--- config.mk ---
export PLATFORM = sky130hd
export DESIGN_NAME = smbus_cfg_slave
export DESIGN_NICKNAME = d
export VERILOG_FILES = /design/src/rtl/smbrs_pkg.sv /design/src/rtl/smbrs_sync.sv /design/src/rtl/smbrs_regfile.sv /design/src/rtl/smbus_cfg_slave.sv
export SDC_FILE = /design/constraint.sdc
export NUM_CORES = 1
export LEC_CHECK = 0
export BUFFER_PORTS_ARGS = -buffer_cell sky130_fd_sc_hd__buf_4
export CORE_ASPECT_RATIO = 1.5
export CORE_MARGIN = 2
export CORE_UTILIZATION = 50
export CTS_CLUSTER_SIZE = 10
export DETAILED_ROUTE_END_ITERATION = 6
export GPL_TIMING_DRIVEN = 0
export PLACE_DENSITY = 0.7
export SLEW_MARGIN = 30
export SYNTH_ARGS = -nofsm -noshare
export SYNTH_HDL_FRONTEND = slang
export SYNTH_HIERARCHICAL = 1
export SYNTH_SLANG_ARGS = --single-unit
--- constraint.sdc ---
create_clock -name clk -period 8.9 [get_ports clk]
set_input_delay 1.335 -clock clk [delete_from_list [all_inputs] [get_ports clk]]
set_output_delay 1.335 -clock clk [all_outputs]
set_load 0.01 [all_outputs]
--- src/rtl/smbrs_pkg.sv ---
package smbrs_pkg;

  typedef enum logic [2:0] {
    ST_IDLE, ST_ADDR, ST_CMD, ST_WCNT, ST_WDAT, ST_RCNT, ST_RDAT, ST_IGN
  } smb_state_e;

  // reset contents of register idx (reserved ones merged in by the bank)
  function automatic logic [7:0] reg_default(int idx);
    return 8'(idx * 17);
  endfunction

  // reserved-bit mask of register idx: bit 7 of odd registers
  function automatic logic [7:0] reg_rsvd(int idx);
    return (idx % 2 == 1) ? 8'h80 : 8'h00;
  endfunction

endpackage

--- src/rtl/smbrs_sync.sv ---
module smbrs_sync (
  input  logic clk,
  input  logic rst_n,
  input  logic scl_i,
  input  logic sda_i,
  output logic rst_sn,
  output logic scl_s,
  output logic sda_s,
  output logic scl_rise,
  output logic scl_fall,
  output logic sda_rise,
  output logic sda_fall
);

  logic [1:0] rst_q;
  logic [1:0] scl_q, sda_q;
  logic       scl_p, sda_p;

  always_ff @(posedge clk or negedge rst_n) begin
    if (!rst_n) rst_q <= 2'b00;
    else        rst_q <= {rst_q[0], 1'b1};
  end
  assign rst_sn = rst_q[1];

  always_ff @(posedge clk or negedge rst_sn) begin
    if (!rst_sn) begin
      scl_q <= 2'b11;
      sda_q <= 2'b11;
      scl_p <= 1'b1;
      sda_p <= 1'b1;
    end else begin
      scl_q <= {scl_q[0], scl_i};
      sda_q <= {sda_q[0], sda_i};
      scl_p <= scl_q[1];
      sda_p <= sda_q[1];
    end
  end

  assign scl_s    = scl_q[1];
  assign sda_s    = sda_q[1];
  assign scl_rise = scl_q[1] & ~scl_p;
  assign scl_fall = ~scl_q[1] & scl_p;
  assign sda_rise = sda_q[1] & ~sda_p;
  assign sda_fall = ~sda_q[1] & sda_p;

endmodule

--- src/rtl/smbrs_regfile.sv ---
module smbrs_regfile #(
  parameter int NUM_REGS = 8,
  parameter int IDX_W    = 3
) (
  input  logic                  clk,
  input  logic                  rst_n,
  input  logic                  clr,
  input  logic                  we,
  input  logic [IDX_W-1:0]      widx,
  input  logic [7:0]            wdata,
  output logic [NUM_REGS*8-1:0] regs_o
);
  import smbrs_pkg::*;

  for (genvar g = 0; g < NUM_REGS; g++) begin : g_reg
    localparam logic [7:0] RSVD  = reg_rsvd(g);
    localparam logic [7:0] RSTV  = reg_default(g) | RSVD;
    logic [7:0] q;
    logic       hit;

    assign hit = we && (widx == IDX_W'(g));

    always_ff @(posedge clk or negedge rst_n) begin
      if (!rst_n)   q <= RSTV;
      else if (clr) q <= RSTV;
      else if (hit) q <= (wdata & ~RSVD) | RSVD;
    end

    assign regs_o[g*8 +: 8] = q;

    // reserved bits never read as 0
    a_r4_rsvd_ones: assert property (@(posedge clk) disable iff (!rst_n)
      (q & RSVD) == RSVD);
  end

endmodule

--- src/rtl/smbus_cfg_slave.sv ---
module smbus_cfg_slave #(
  parameter int             NUM_REGS = 8,
  parameter logic [6:0]     DEV_ADDR = 7'h52
) (
  input  logic                  clk,
  input  logic                  rst_n,
  input  logic                  pwr_dn,
  input  logic                  scl_i,
  input  logic                  sda_i,
  output logic                  sda_oe,
  output logic [NUM_REGS*8-1:0] cfg_regs_o
);
  import smbrs_pkg::*;

  localparam int          IDX_W    = (NUM_REGS > 1) ? $clog2(NUM_REGS) : 1;
  localparam logic [7:0]  CNT_BYTE = 8'(NUM_REGS);

  logic rst_sn, scl_s, sda_s, scl_rise, scl_fall, sda_rise, sda_fall;

  smbrs_sync u_sync (
    .clk(clk), .rst_n(rst_n), .scl_i(scl_i), .sda_i(sda_i),
    .rst_sn(rst_sn), .scl_s(scl_s), .sda_s(sda_s),
    .scl_rise(scl_rise), .scl_fall(scl_fall),
    .sda_rise(sda_rise), .sda_fall(sda_fall)
  );

  smb_state_e       st_q, st_d;
  logic [3:0]       bit_q, bit_d;
  logic [7:0]       sreg_q, sreg_d;
  logic [7:0]       txb_q, txb_d;
  logic [7:0]       rem_q, rem_d;
  logic [IDX_W-1:0] ptr_q, ptr_d;
  logic             blk_q, blk_d;
  logic             rd_q, rd_d;
  logic             nack_q, nack_d;
  logic             oe_q, oe_d;
  logic             reg_we;
  logic [7:0]       rd_byte;
  logic             start_det, stop_det, is_tx;

  assign start_det = sda_fall & scl_s;
  assign stop_det  = sda_rise & scl_s;
  assign is_tx     = (st_q == ST_RCNT) || (st_q == ST_RDAT);
  assign rd_byte   = cfg_regs_o[{ptr_q, 3'b000} +: 8];

  smbrs_regfile #(.NUM_REGS(NUM_REGS), .IDX_W(IDX_W)) u_regs (
    .clk(clk), .rst_n(rst_sn), .clr(pwr_dn), .we(reg_we),
    .widx(ptr_q), .wdata(sreg_q), .regs_o(cfg_regs_o)
  );

  always_comb begin
    st_d   = st_q;
    bit_d  = bit_q;
    sreg_d = sreg_q;
    txb_d  = txb_q;
    rem_d  = rem_q;
    ptr_d  = ptr_q;
    blk_d  = blk_q;
    rd_d   = rd_q;
    nack_d = nack_q;
    oe_d   = oe_q;
    reg_we = 1'b0;
    if (start_det) begin
      st_d  = ST_ADDR;
      bit_d = 4'd0;
      oe_d  = 1'b0;
    end else if (stop_det) begin
      st_d = ST_IDLE;
      oe_d = 1'b0;
    end else if (st_q != ST_IDLE && st_q != ST_IGN) begin
      if (scl_rise) begin
        if (bit_q < 4'd8)  sreg_d = {sreg_q[6:0], sda_s};
        if (bit_q == 4'd8) nack_d = sda_s;
        bit_d = bit_q + 4'd1;
      end else if (scl_fall) begin
        if (bit_q == 4'd8) begin
          if (is_tx) begin
            oe_d = 1'b0;
          end else begin
            unique case (st_q)
              ST_ADDR: begin
                if (sreg_q[7:1] == DEV_ADDR) begin
                  oe_d = 1'b1;
                  rd_d = sreg_q[0];
                end else begin
                  st_d = ST_IGN;
                end
              end
              ST_CMD: begin
                oe_d  = 1'b1;
                blk_d = ~sreg_q[7];
                ptr_d = sreg_q[IDX_W-1:0];
                rem_d = 8'd1;
              end
              ST_WCNT: begin
                oe_d  = 1'b1;
                rem_d = sreg_q;
              end
              ST_WDAT: begin
                if (rem_q != 8'd0) begin
                  oe_d   = 1'b1;
                  reg_we = 1'b1;
                  ptr_d  = ptr_q + 1'b1;
                  rem_d  = rem_q - 8'd1;
                end else begin
                  st_d = ST_IGN;
                end
              end
              default: ;
            endcase
          end
        end else if (bit_q == 4'd9) begin
          oe_d  = 1'b0;
          bit_d = 4'd0;
          unique case (st_q)
            ST_ADDR: begin
              if (!rd_q) begin
                st_d = ST_CMD;
              end else if (blk_q) begin
                st_d  = ST_RCNT;
                txb_d = CNT_BYTE;
                oe_d  = ~CNT_BYTE[7];
              end else begin
                st_d  = ST_RDAT;
                txb_d = rd_byte;
                ptr_d = ptr_q + 1'b1;
                oe_d  = ~rd_byte[7];
              end
            end
            ST_CMD:  st_d = blk_q ? ST_WCNT : ST_WDAT;
            ST_WCNT: st_d = ST_WDAT;
            ST_RCNT, ST_RDAT: begin
              if (nack_q) begin
                st_d = ST_IGN;
              end else begin
                st_d  = ST_RDAT;
                txb_d = rd_byte;
                ptr_d = ptr_q + 1'b1;
                oe_d  = ~rd_byte[7];
              end
            end
            default: ;
          endcase
        end else if (is_tx && bit_q != 4'd0) begin
          oe_d = ~txb_q[3'd7 - bit_q[2:0]];
        end
      end
    end
  end

  always_ff @(posedge clk or negedge rst_sn) begin
    if (!rst_sn) begin
      st_q   <= ST_IDLE;
      bit_q  <= 4'd0;
      sreg_q <= 8'h00;
      txb_q  <= 8'h00;
      rem_q  <= 8'h00;
      ptr_q  <= '0;
      blk_q  <= 1'b0;
      rd_q   <= 1'b0;
      nack_q <= 1'b0;
      oe_q   <= 1'b0;
    end else if (pwr_dn) begin
      st_q   <= ST_IDLE;
      bit_q  <= 4'd0;
      sreg_q <= 8'h00;
      txb_q  <= 8'h00;
      rem_q  <= 8'h00;
      ptr_q  <= '0;
      blk_q  <= 1'b0;
      rd_q   <= 1'b0;
      nack_q <= 1'b0;
      oe_q   <= 1'b0;
    end else begin
      st_q   <= st_d;
      bit_q  <= bit_d;
      sreg_q <= sreg_d;
      txb_q  <= txb_d;
      rem_q  <= rem_d;
      ptr_q  <= ptr_d;
      blk_q  <= blk_d;
      rd_q   <= rd_d;
      nack_q <= nack_d;
      oe_q   <= oe_d;
    end
  end

  assign sda_oe = oe_q;

  // data line changes only in the SCL low phase
  a_r12_sda_scl_low: assert property (@(posedge clk) disable iff (!rst_sn || pwr_dn)
    (!$stable(oe_q) && !$past(pwr_dn)) |-> !scl_s);

  // an ignored transaction never drives the line
  a_r7_ignore_quiet: assert property (@(posedge clk) disable iff (!rst_sn)
    (st_q == ST_IGN) |-> !oe_q);

  // power-down leaves the slave idle and released
  a_r10_pd_quiet: assert property (@(posedge clk) disable iff (!rst_sn)
    pwr_dn |=> (st_q == ST_IDLE && !oe_q));

  // no register write once the byte allowance is used up
  a_r6_write_within_count: assert property (@(posedge clk) disable iff (!rst_sn || pwr_dn)
    reg_we |-> (rem_q != 8'd0 && st_q == ST_WDAT));

endmodule

==> flow_summary.toml, run 1 <==
[synth]
ys.flop_type = "dfrtp_1"
synth_area_um2 = 6196
async_reset_ff_frac = 1.000
syn_avg_cell_area_um2 = 11.04
synth_area_leaders = "dfrtp_1 (31%), dfstp_2 (13%), mux2i_1 (12%), mux4_2 (5.8%), nand2b_1 (5.7%)"
netlist_instances = 561
synth_top_area_share = 0.3069
synth-edff-count = 0
synth_area_leader_cell = "dfrtp_1"
ys_types = 76
ys_seq_elements = 106
yosysWarnings = 6
ys_seq_area_frac = 0.4342

[sta]
post-route-min-period_ns = 3.053
setup_tns_ns = 0
fin_skew_ns = 0.009676
finalCritPeriodShare = 0.3431
rsz0062_at_grt = "no"
max_freq_ghz = 0.3275
finalSetupViolations = 0
maxSlewHeadroom = 0.4587
slew_violations = 0
worst_pin_slew_ns = 0.8119
finalHoldViolCount = 0

[routing]
routed_wl_um = 16900
vias = 4816
drt_pass1_iterations = 4
post_drt_wl_per_cell_um = 21.12
final_antenna_net_count = 0
drc = 0
vias_per_cell = 6.020
first_iter_violations = 323

[global_routing]
antenna_found_initial = 0
grt_max_degree = 51
gr-total-overflow = 0
first_global_vias = 5042
grt_pass1_wl_um = 27170
grt_usage = 0.2686

[place]
dpl.cell_count = 784
dp.final_hpwl_um = 12470
port_buffers = 65
routabilityCongestion = 0.9005

[floorplan]
initial_utilization = 0.5156
io_pins = 70
die_x_um = 94.89
fp-row-count = 49
coreArea_um2 = 12020
die_area_um2 = 13320
die_h_um = 140.3

[setup_path]
worstSetupEndpointType = "register"
startpoint = "u_sync/sda_q[1]$_DFF_PN1_"
path_max_fanout = 9
arrival_ns = 3.31
reg2reg_to = "u_regs/g_reg[7].q[3]$_DFFE_PN0P_"
rr_startpoint = "u_sync/sda_q[1]$_DFF_PN1_"
cp-endpoint = "u_regs/g_reg[7].q[3]$_DFFE_PN0P_"
rr_worst_depth = 7
r2r_slack_ns = 5.85
startpoint_type = "register"
crit_type = "register to register"
required_ns = 9.16

[layout]
multi_input_area_um2 = 3241
area_delta_synth_final_pct = 17.37
final_cell_count_no_fill = 800
nFillCells = 1008
layout-drive-gt1-share = 0.3014
regArea_um2 = 2694
antenna_cells = 0
final_nets = 653

[clock_network]
cts_tree = "done"
postCtsSetupBuffers = 0
worst_skew_pair.late_latency_ns = 0.35
ctsHtreeMaxLevel = 3
clk_pin_slew_worst_paths_ns = 0.08
cts_hold_buf = 0
cts_root_buffer = "clkbuf_16"
cts_resized = 0
cts_max_path_buffers = 2
clkSinkCount = 106
cts_made_buffers = 9

[run]
cap_violations = 0

[power]
total_leakage_power_nw = 3.328
ir_drop_uv = 94.60
pwr_density_cell_nw_per_um2 = 140.7
power_w = 0.001023

[min_path]
hold_class = "register to asynchronous set/reset pin"

[status]
status = "complete, no violations"
==> how the worst min path moves through the flow <==
stage / end / slack, ns / start
floorplan: u_sync/rst_q[1]$_DFF_PN0_ / 0.33 / u_sync/rst_q[0]$_DFF_PN0_
global placement: u_sync/rst_q[1]$_DFF_PN0_ / 0.34 / u_sync/rst_q[0]$_DFF_PN0_
detailed placement: u_regs/g_reg[3].q[6]$_DFFE_PN0P_ / 0.24 / u_sync/rst_q[1]$_DFF_PN0_
CTS: u_regs/g_reg[3].q[6]$_DFFE_PN0P_ / 0.25 / u_sync/rst_q[1]$_DFF_PN0_
global route: u_regs/g_reg[0].q[6]$_DFFE_PN0P_ / 0.27 / u_sync/rst_q[1]$_DFF_PN0_
finish: u_regs/g_reg[1].q[6]$_DFFE_PN0P_ / 0.24 / u_sync/rst_q[1]$_DFF_PN0_
==> state kept, by name (all words and copies together), names as in the netlist, 2 cells and up <==
signal	cells
sreg_q	8
u_sync/scl_q	2
u_regs/g.q	60
bit_q	4
u_sync/rst_q	2
rem_q	8
u_sync/sda_q	2
ptr_q	3
txb_q	8
st_q	3
==> critical path, cell delays in order, from the launching register on <==
cell and delay (ns):
dfstp_2 0.62, and2b_2 0.25, o21ai_0 0.33, nand4_1 0.34, nor3_1 0.28, clkbuf_2 0.24
nand4_1 0.53, mux2i_1 0.35
==> routing by layer <==
| metal | up-vias | track usage | wire, um | part of all wire |
|---|---|---|---|---|
| met5 | - | 0 | 0 | 0 |
| met4 | 0 | 0.1060 | 597 | 0.035 |
| met3 | 35 | 0.04142 | 767 | 0.045 |
| met2 | 147 | 0.4782 | 9078 | 0.54 |
| met1 | 2449 | 0.3191 | 6454 | 0.38 |
| li1 | 2185 | - | - | - |
==> layout by cell type, fill, tap and decap left out, types with 5 or more instances in the layout <==
master	Yosys	routed
dfrtp_1	76	75
clkbuf_1	15	15
nand2_1	20	20
o21ai_0	20	20
mux2i_1	73	73
buf_2	15	15
a21oi_1	14	14
nand2b_1	56	56
a211oi_1	6	6
nand3_1	6	6
mux4_2	16	16
nand4_1	8	8
conb_1	2	5
nor2_1	54	54
ha_1	6	6
inv_1	10	10
dfstp_2	30	30
buf_4	6	71
nor3_1	6	6
mux2_2	17	17
clkbuf_16	0	9
nor2b_1	10	10
==> cells by family (layout without fill, tap and decap cells) <==
group                    count (synthesis)  after routing  synth area share
buffers and inverters                   54            137           0.04463
multiplexers                           109            109            0.2173
adder cells (fa/ha/maj)                  7              7           0.01373
XOR/XNOR                                 2              2          0.002828
AO/OA/AOI/OAI                           81             81           0.09714
other                                    2              5          0.001212
AND/OR/NAND/NOR                        200            200            0.1890
flip-flops                             106            106            0.4342
==> per-stage QoR <==
stage / area (um2) / utilization / hold WS (ns) / setup slack [ns]
final: 7272 / 0.6052 / 0.2366 / 5.847
after global routing: 7272 / 0.6052 / 0.2701 / 5.564
after CTS: 7272 / 0.6052 / 0.2475 / 5.864
after detailed placement: 6938 / 0.5774 / 0.2392 / 5.666
after global placement: 6887 / 0.5731 / 0.3434 / 4.600
after floorplan: 6207 / - / 0.3312 / 5.781
==> Yosys cell counts (all sizes together), types with 11 or more instances <==
cell and n:
mux2 18, clkbuf 17, nand2 20, a21oi 16, dfrtp 76, buf 27, nor2b 11, nor2 54
dfstp 30, mux2i 73, o21ai 21, nand2b 56, mux4 18
==> power breakdown <==
group	switching, W	internal, W	total, W	leakage [nW]
Combinational	0.0000528	0.0000275	0.0000802	1.80
Clock	0.000189	0.000258	0.000447	0.164
Sequential	0.00000844	0.000488	0.000496	1.37
Total	0.000250	0.000773	0.00102	3.33
==> cell type report <==
type	count	share of cell area
clock inverters	6	0.01308
well taps	153	0.02632
flip-flops and latches	106	0.3704
inverters	10	0.005162
repair buffers	67	0.07364
plain buffers	44	0.03286
multi-input cells	404	0.4456
clock buffers	10	0.03286
Power figures use the tool's default switching activity.
==> run 2: changes to the inputs <==
- ABC_AREA: default -> 1
- PLACE_DENSITY: 0.7 -> 0.73
- clock period: 8.9 -> 2.5 ns (I/O delays scaled with it)
==> run 2 against run 1 <==
Clock power rose to 3.3 times the previous value. Flip-flop and latch count stayed put. Largest cell class unchanged. Sequential power rose to 4.6 times the previous value. Highest routed layer unchanged. Critical endpoint is now u_regs/g_reg[0].q[4]$_DFFE_PN0P_.
==> flow_summary.toml, run 2 <==
[status]
status = "complete, no violations"

[routing]
vias_per_cell = 5.523
topRoutingLayerUsed = "met4"
wl_met2_um = 9151
wl_met1_um = 6898
final_antenna_net_count = 0
drc = 0
vias = 5843
post_drt_wl_per_cell_um = 16.99
first_iter_violations = 334
drt_pass1_iterations = 5
routed_wl_um = 17980
wl_met3_um = 982

[layout]
antenna_cells = 0
final_common_cell = "nand2_1"
layout.cells.most_common_list = "nand2_1 (244), nor2_1 (98), nand3_1 (90)"
fin_util = 0.5998
area_delta_synth_final_pct = 17.22
final_area_um2 = 7171
largest_register = "u_regs/g.q"
layout-drive-gt1-share = 0.2166
final_nets = 911
largest_reg_flops = 60

[global_routing]
grt_max_degree = 43
grt_usage = 0.2850
gr-total-overflow = 0
antenna_found_initial = 0
grt_pass1_wl_um = 28970
first_global_vias = 5715

[clock_network]
cts_tree = "done"
clkSinkCount = 106
cts_root_buffer = "clkbuf_16"
postCtsSetupBuffers = 0
cts_max_path_buffers = 2
clk_pin_slew_worst_paths_ns = 0.07
cts_made_buffers = 9
worst_skew_pair.late_latency_ns = 0.35
ctsHtreeMaxLevel = 3

[synth]
synth-edff-count = 0
synth.most_common_cell = "nand2_1"
yosys-top-cells-count = "nand2_1 (244), nor2_1 (99), nand3_1 (90)"
ys_seq_elements = 106
synth_compound_area_frac = 0.1160
synth_top_family_by_area = "simple AND/OR/NAND/NOR gates"
ys.flop_type = "dfrtp_1"
synth_area_um2 = 6117
synthXorXnorAreaFrac = 0.002864
synth_area_leader_cell = "dfrtp_1"
netlist_instances = 818
ys_seq_area_frac = 0.4398
syn_avg_cell_area_um2 = 7.478
yosysWarnings = 6
synth_top_area_share = 0.3109
async_reset_ff_frac = 1.000
ys_types = 42
synth_area_leaders = "dfrtp_1 (31%), nand2_1 (15%), dfstp_2 (13%), nand3_1 (7.4%), nor2_1 (6.1%)"
yosys.area_share.simple = 0.3504
synth_adder_area_share = 0.01227
synthMuxAreaShare = 0

[power]
total_leakage_power_nw = 3.593
ir_drop_uv = 482.8
power_w = 0.005839
pwr_density_cell_nw_per_um2 = 814.3

[floorplan]
die_area_um2 = 13150
initial_utilization = 0.5117
die_h_um = 139.5
coreArea_um2 = 11960
io_pins = 70
die_x_um = 94.31
fp-row-count = 49

[sta]
maxSlewHeadroom = 0.3928
worst_pin_slew_ns = 0.9074
holdWs_ns = 0.1316
rsz0062_at_grt = "no"
finalSetupViolations = 0
fin_skew_ns = 0.008115
post-route-min-period_ns = 2.331
setup_tns_ns = 0
finalHoldViolCount = 0
max_freq_ghz = 0.4290
slew_violations = 0
finalCritPeriodShare = 0.9323

[setup_path]
required_ns = 2.79
reg2reg_to = "u_regs/g_reg[0].q[4]$_DFFE_PN0P_"
rr_worst_depth = 13
worstSetupEndpointType = "register"
path_max_fanout = 9
arrival_ns = 2.62
crit_type = "register to register"
startpoint_type = "register"
r2r_slack_ns = 0.17
rr_startpoint = "st_q[0]$_DFFE_PN0P_"

[min_path]
hold_path_depth = 1
hold_class = "input pin to register"
whs_endpoint = "u_sync/scl_q[0]$_DFF_PN1_"
worstHoldStart = "scl_i"

[place]
placed_area_um2 = 6852
routabilityCongestion = 0.9658
dp.final_hpwl_um = 13650
port_buffers = 65

[run]
cap_violations = 0
run 2: logic make-up (layout without fill, tap and decap cells):
kind of cell | Yosys count | count (layout)
AOI/OAI and AO/OA | 122 | 122
DFF | 106 | 106
adders and majority gates | 6 | 6
other | 2 | 5
buffers and inverters | 99 | 183
and+or+nand+nor | 481 | 481
xor gates and xnor gates | 2 | 2
run 2: per-stage QoR:
| step | setup slack [ns] | std cells |
|---|---|---|
| 6_report | 0.1692 | 1058 |
| 5_1_grt | 0.01302 | 1058 |
| 2_1_floorplan | 0.6712 | 821 |
| 3_3_place_gp | 0.08037 | 1039 |
| 4_1_cts | 0.1507 | 1058 |
| 3_5_place_dp | 0.1467 | 1041 |
run 2: per-layer routing:
layer	vias to the layer above	GRT usage
li1	2820	-
met1	2735	0.3487
met2	232	0.4782
met3	56	0.03357
met4	0	0.1648
met5	-	0
run 2: repair_timing:
action | CTS | global route
resized for setup | 0 | 1
endpoints found under the hold margin | 2 | 0
endpoints found under the setup margin | 0 | 16
hold buffers | 1 | 0
run 2: worst max-delay path, stage by stage (launching register included):
cell     delay, ns
dfrtp_1       0.42
inv_1         0.14
nand2_1       0.12
nor2_4        0.21
inv_2         0.13
nor2_2        0.18
nand3_1       0.08
nor2_1        0.18
inv_1         0.10
nor2_4        0.18
nand2_2       0.20
nand2_4       0.17
nand2_1       0.07
nand2_1       0.09
run 2: power by group:
| part | switching [W] | internal (W) |
|---|---|---|
| Clock | 0.000625 | 0.000836 |
| Combinational | 0.00137 | 0.000727 |
| Sequential | 0.000280 | 0.00200 |
| Total | 0.00228 | 0.00356 |
run 2: final cells by class:
class                           instances  area, um2
Buffer                                 30      211.5
Fill cell                            1133       4785
Inverter                               69      262.8
Multi-Input combinational cell        616       2967
Clock buffer                           13      260.3
Timing Repair Buffer                   68      538.0
Sequential cell                       106       2694
Tap cell                              153      191.4
Clock inverter                          3      46.29
run 2: worst max-delay path by stage:
stage | start | endpoint | slack, ns | cells past startpoint
after floorplan | st_q[0]$_DFFE_PN0P_ | u_regs/g_reg[0].q[3]$_DFFE_PN0P_ | 0.67 | 13
after global placement | u_sync/rst_q[1]$_DFF_PN0_ | bit_q[0]$_DFFE_PN0P_ | 0.08 | 0
after detailed placement | st_q[0]$_DFFE_PN0P_ | u_regs/g_reg[0].q[4]$_DFFE_PN0P_ | 0.15 | 13
after CTS | st_q[0]$_DFFE_PN0P_ | u_regs/g_reg[0].q[4]$_DFFE_PN0P_ | 0.15 | 13
after global routing | st_q[0]$_DFFE_PN0P_ | u_regs/g_reg[0].q[7]$_DFFE_PN0P_ | 0.01 | 13
final | st_q[0]$_DFFE_PN0P_ | u_regs/g_reg[0].q[4]$_DFFE_PN0P_ | 0.17 | 13
==> run 3: changes to the inputs <==
- SYNTH_HIERARCHICAL: 1 -> default
==> run 3 against run 2 <==
Critical path depth fell by 7. Via count fell by 2.7%. Largest cell class unchanged. Total power fell by 14%. Die area fell by 3.6%. Count of clock-buffer cells in the layout fell by 4. Clock power rose by 9.6%. Global-route usage rose by 2.6 points. Largest power group unchanged. Flip-flop and latch count did not move. Sequential share of layout area rose by 1.1 points. Area after synthesis fell by 3.7%. Cell count fell by 3.6%.
==> flow_summary.toml, run 3 <==
[global_routing]
grt_pass1_wl_um = 29830
first_global_vias = 5600
grt_max_degree = 50
grt_usage = 0.3110
gr-total-overflow = 0
antenna_found_initial = 0

[sta]
worst_pin_slew_ns = 0.7482
slew_violations = 0
rsz0062_at_grt = "no"
maxSlewHeadroom = 0.5012
setup_tns_ns = 0
fin_skew_ns = 0.007165
post-route-min-period_ns = 2.366
max_freq_ghz = 0.4226
finalHoldViolCount = 0
finalCritPeriodShare = 0.9465
finalWorstSetupSlack_ns = 0.1338
finalSetupViolations = 0

[clock_network]
ctsHtreeMaxLevel = 3
cts_tree = "done"
cts_made_buffers = 9
cts_root_buffer = "clkbuf_16"
worst_skew_pair.late_latency_ns = 0.36
clkSinkCount = 106
clk_pin_slew_worst_paths_ns = 0.08
cts_max_path_buffers = 2

[setup_path]
startpoint_type = "register"
path_max_fanout = 10
arrival_ns = 2.66
worstSetupEndpointType = "register"
required_ns = 2.80
crit_type = "register to register"

[layout]
largest_register = "u_regs.g.q"
area_delta_synth_final_pct = 18.42
final_common_cell = "nand2_1"
nFillCells = 1089
layout-drive-gt1-share = 0.1862
final_nets = 881
largest_reg_flops = 60
layout.cells.most_common_list = "nand2_1 (187), nand3_1 (96), nor2_1 (90)"
fin_util = 0.6080
antenna_cells = 0

[run]
cap_violations = 0

[routing]
vias = 5686
routed_wl_um = 19030
vias_per_cell = 5.575
drc = 0
first_iter_violations = 480
final_antenna_net_count = 0
drt_pass1_iterations = 6
post_drt_wl_per_cell_um = 18.66

[floorplan]
coreArea_um2 = 11470
io_pins = 70
die_x_um = 92.62
fp-row-count = 48
die_area_um2 = 12680
die_h_um = 136.9
initial_utilization = 0.5134

[synth]
synth_area_leader_cell = "dfrtp_1"
syn_avg_cell_area_um2 = 7.531
ys_seq_elements = 106
netlist_instances = 782
yosysWarnings = 0
yosys-top-cells-count = "nand2_1 (187), nand3_1 (96), nor2_1 (90)"
synth_top_area_share = 0.3229
async_reset_ff_frac = 1.000
synth_area_leaders = "dfrtp_1 (32%), dfstp_2 (13%), nand2_1 (12%), nand3_1 (8.2%), nor2_1 (5.7%)"
ys.flop_type = "dfrtp_1"
ys_seq_area_frac = 0.4568
synth.most_common_cell = "nand2_1"
synth-edff-count = 0
ys_types = 35
synth_area_um2 = 5889

[status]
status = "complete, no violations"

[place]
routabilityCongestion = 0.9269
dp.final_hpwl_um = 14220
port_buffers = 65
dp_slack_ns = 0.1869

[power]
ir_drop_uv = 372.2
pwr_density_cell_nw_per_um2 = 723.0
total_leakage_power_nw = 3.352

[min_path]
hold_class = "input pin to register"
-- run 3: changes by cell type after synthesis, moves of 5 or more --
cell	change
inv_1	+30
o21ai_0	+15
ha_1	+5
a31oi_1	+5
inv_2	-9
nand2_4	-5
o21ai_2	-8
nand2_1	-57
nor2_1	-9
nand3_1	+6
o211ai_1	+9
o221ai_1	-7
o21ai_1	+6
-- run 3: final timing paths --
path                                      startpoint                          endpoint  slack [ns]  cells after the start
setup / recovery                ptr_q[1]$_DFFE_PN0P_              txb_q[0]$_DFFE_PN0P_        0.13                      6
setup reg to reg                ptr_q[1]$_DFFE_PN0P_              txb_q[0]$_DFFE_PN0P_        0.13                      6
hold / removal                                 scl_i         u_sync.scl_q[0]$_DFF_PN1_        0.13                      1
min in group asynchronous  u_sync.rst_q[1]$_DFF_PN0_  u_regs.g_reg[5].q[5]$_DFFE_PN0P_        0.28                      0
max in group asynchronous  u_sync.rst_q[1]$_DFF_PN0_  u_regs.g_reg[1].q[4]$_DFFE_PN1P_        1.58                      1
hold reg to reg            u_sync.rst_q[1]$_DFF_PN0_  u_regs.g_reg[5].q[5]$_DFFE_PN0P_        0.28                      0
-- run 3: cell type report --
class                   count  area [um2]  area share
repair buffers             68       545.5     0.07822
clock buffers               9       225.2     0.03229
flip-flops and latches    106        2694      0.3863
plain buffers              31       161.4     0.02314
inverters                  87       326.6     0.04682
clock inverters             7       106.4     0.01525
multi-input cells         562        2728      0.3911
well taps                 150       187.7     0.02691
-- run 3: critical path, cell delays in order, from the launching register on --
cell	delay, ns
dfrtp_1	0.40
clkbuf_1	0.41
buf_1	0.61
o211ai_1	0.22
a31oi_1	0.39
nand3_1	0.18
nand2_1	0.09
-- run 3: timing repair --
action | CTS | global route
hold buffers | 1 | 0
endpoints found under the hold margin | 2 | 0
setup buffers | 0 | 0
gates resized for setup | 0 | 2
endpoints found under the setup margin | 0 | 2
-- run 3: metal layers --
layer | up-vias | wire length, um | GRT usage
met3 | 60 | 1098 | 0.04736
met1 | 2697 | 7272 | 0.3571
met4 | 0 | 1018 | 0.1699
met2 | 230 | 9640 | 0.5535
met5 | - | 0 | 0
li1 | 2699 | - | -
-- run 3: power breakdown --
group | internal [W] | leakage (nW) | switching (W)
Combinational | 0.000461 | 1.83 | 0.000978
Sequential | 0.00187 | 1.36 | 0.000133
Clock | 0.000899 | 0.163 | 0.000704
Total | 0.00323 | 3.35 | 0.00181
-- run 3: stage by stage --
step	area (um2)	hold WS, ns	power [W]	instances
4_1_cts	6973	0.1199	0.005040	1020
3_5_place_dp	6631	0.1577	0.003442	1003
5_1_grt	6974	0.1180	0.005311	1020
3_3_place_gp	6581	0.1564	0.003412	1001
6_report	6974	0.1257	0.005042	1020
2_1_floorplan	5906	0.07941	0.002990	786
-- run 3: cell families (layout without fill, tap and decap cells) --
group | after synthesis | after routing | share of synthesized area
flops | 106 | 106 | 0.4568
simple gates | 406 | 406 | 0.3049
fa+ha+maj | 11 | 11 | 0.02337
buf+inv | 118 | 202 | 0.08264
compound gates | 139 | 139 | 0.1302
other cells | 1 | 5 | 0.0006367
xor+xnor | 1 | 1 | 0.001487
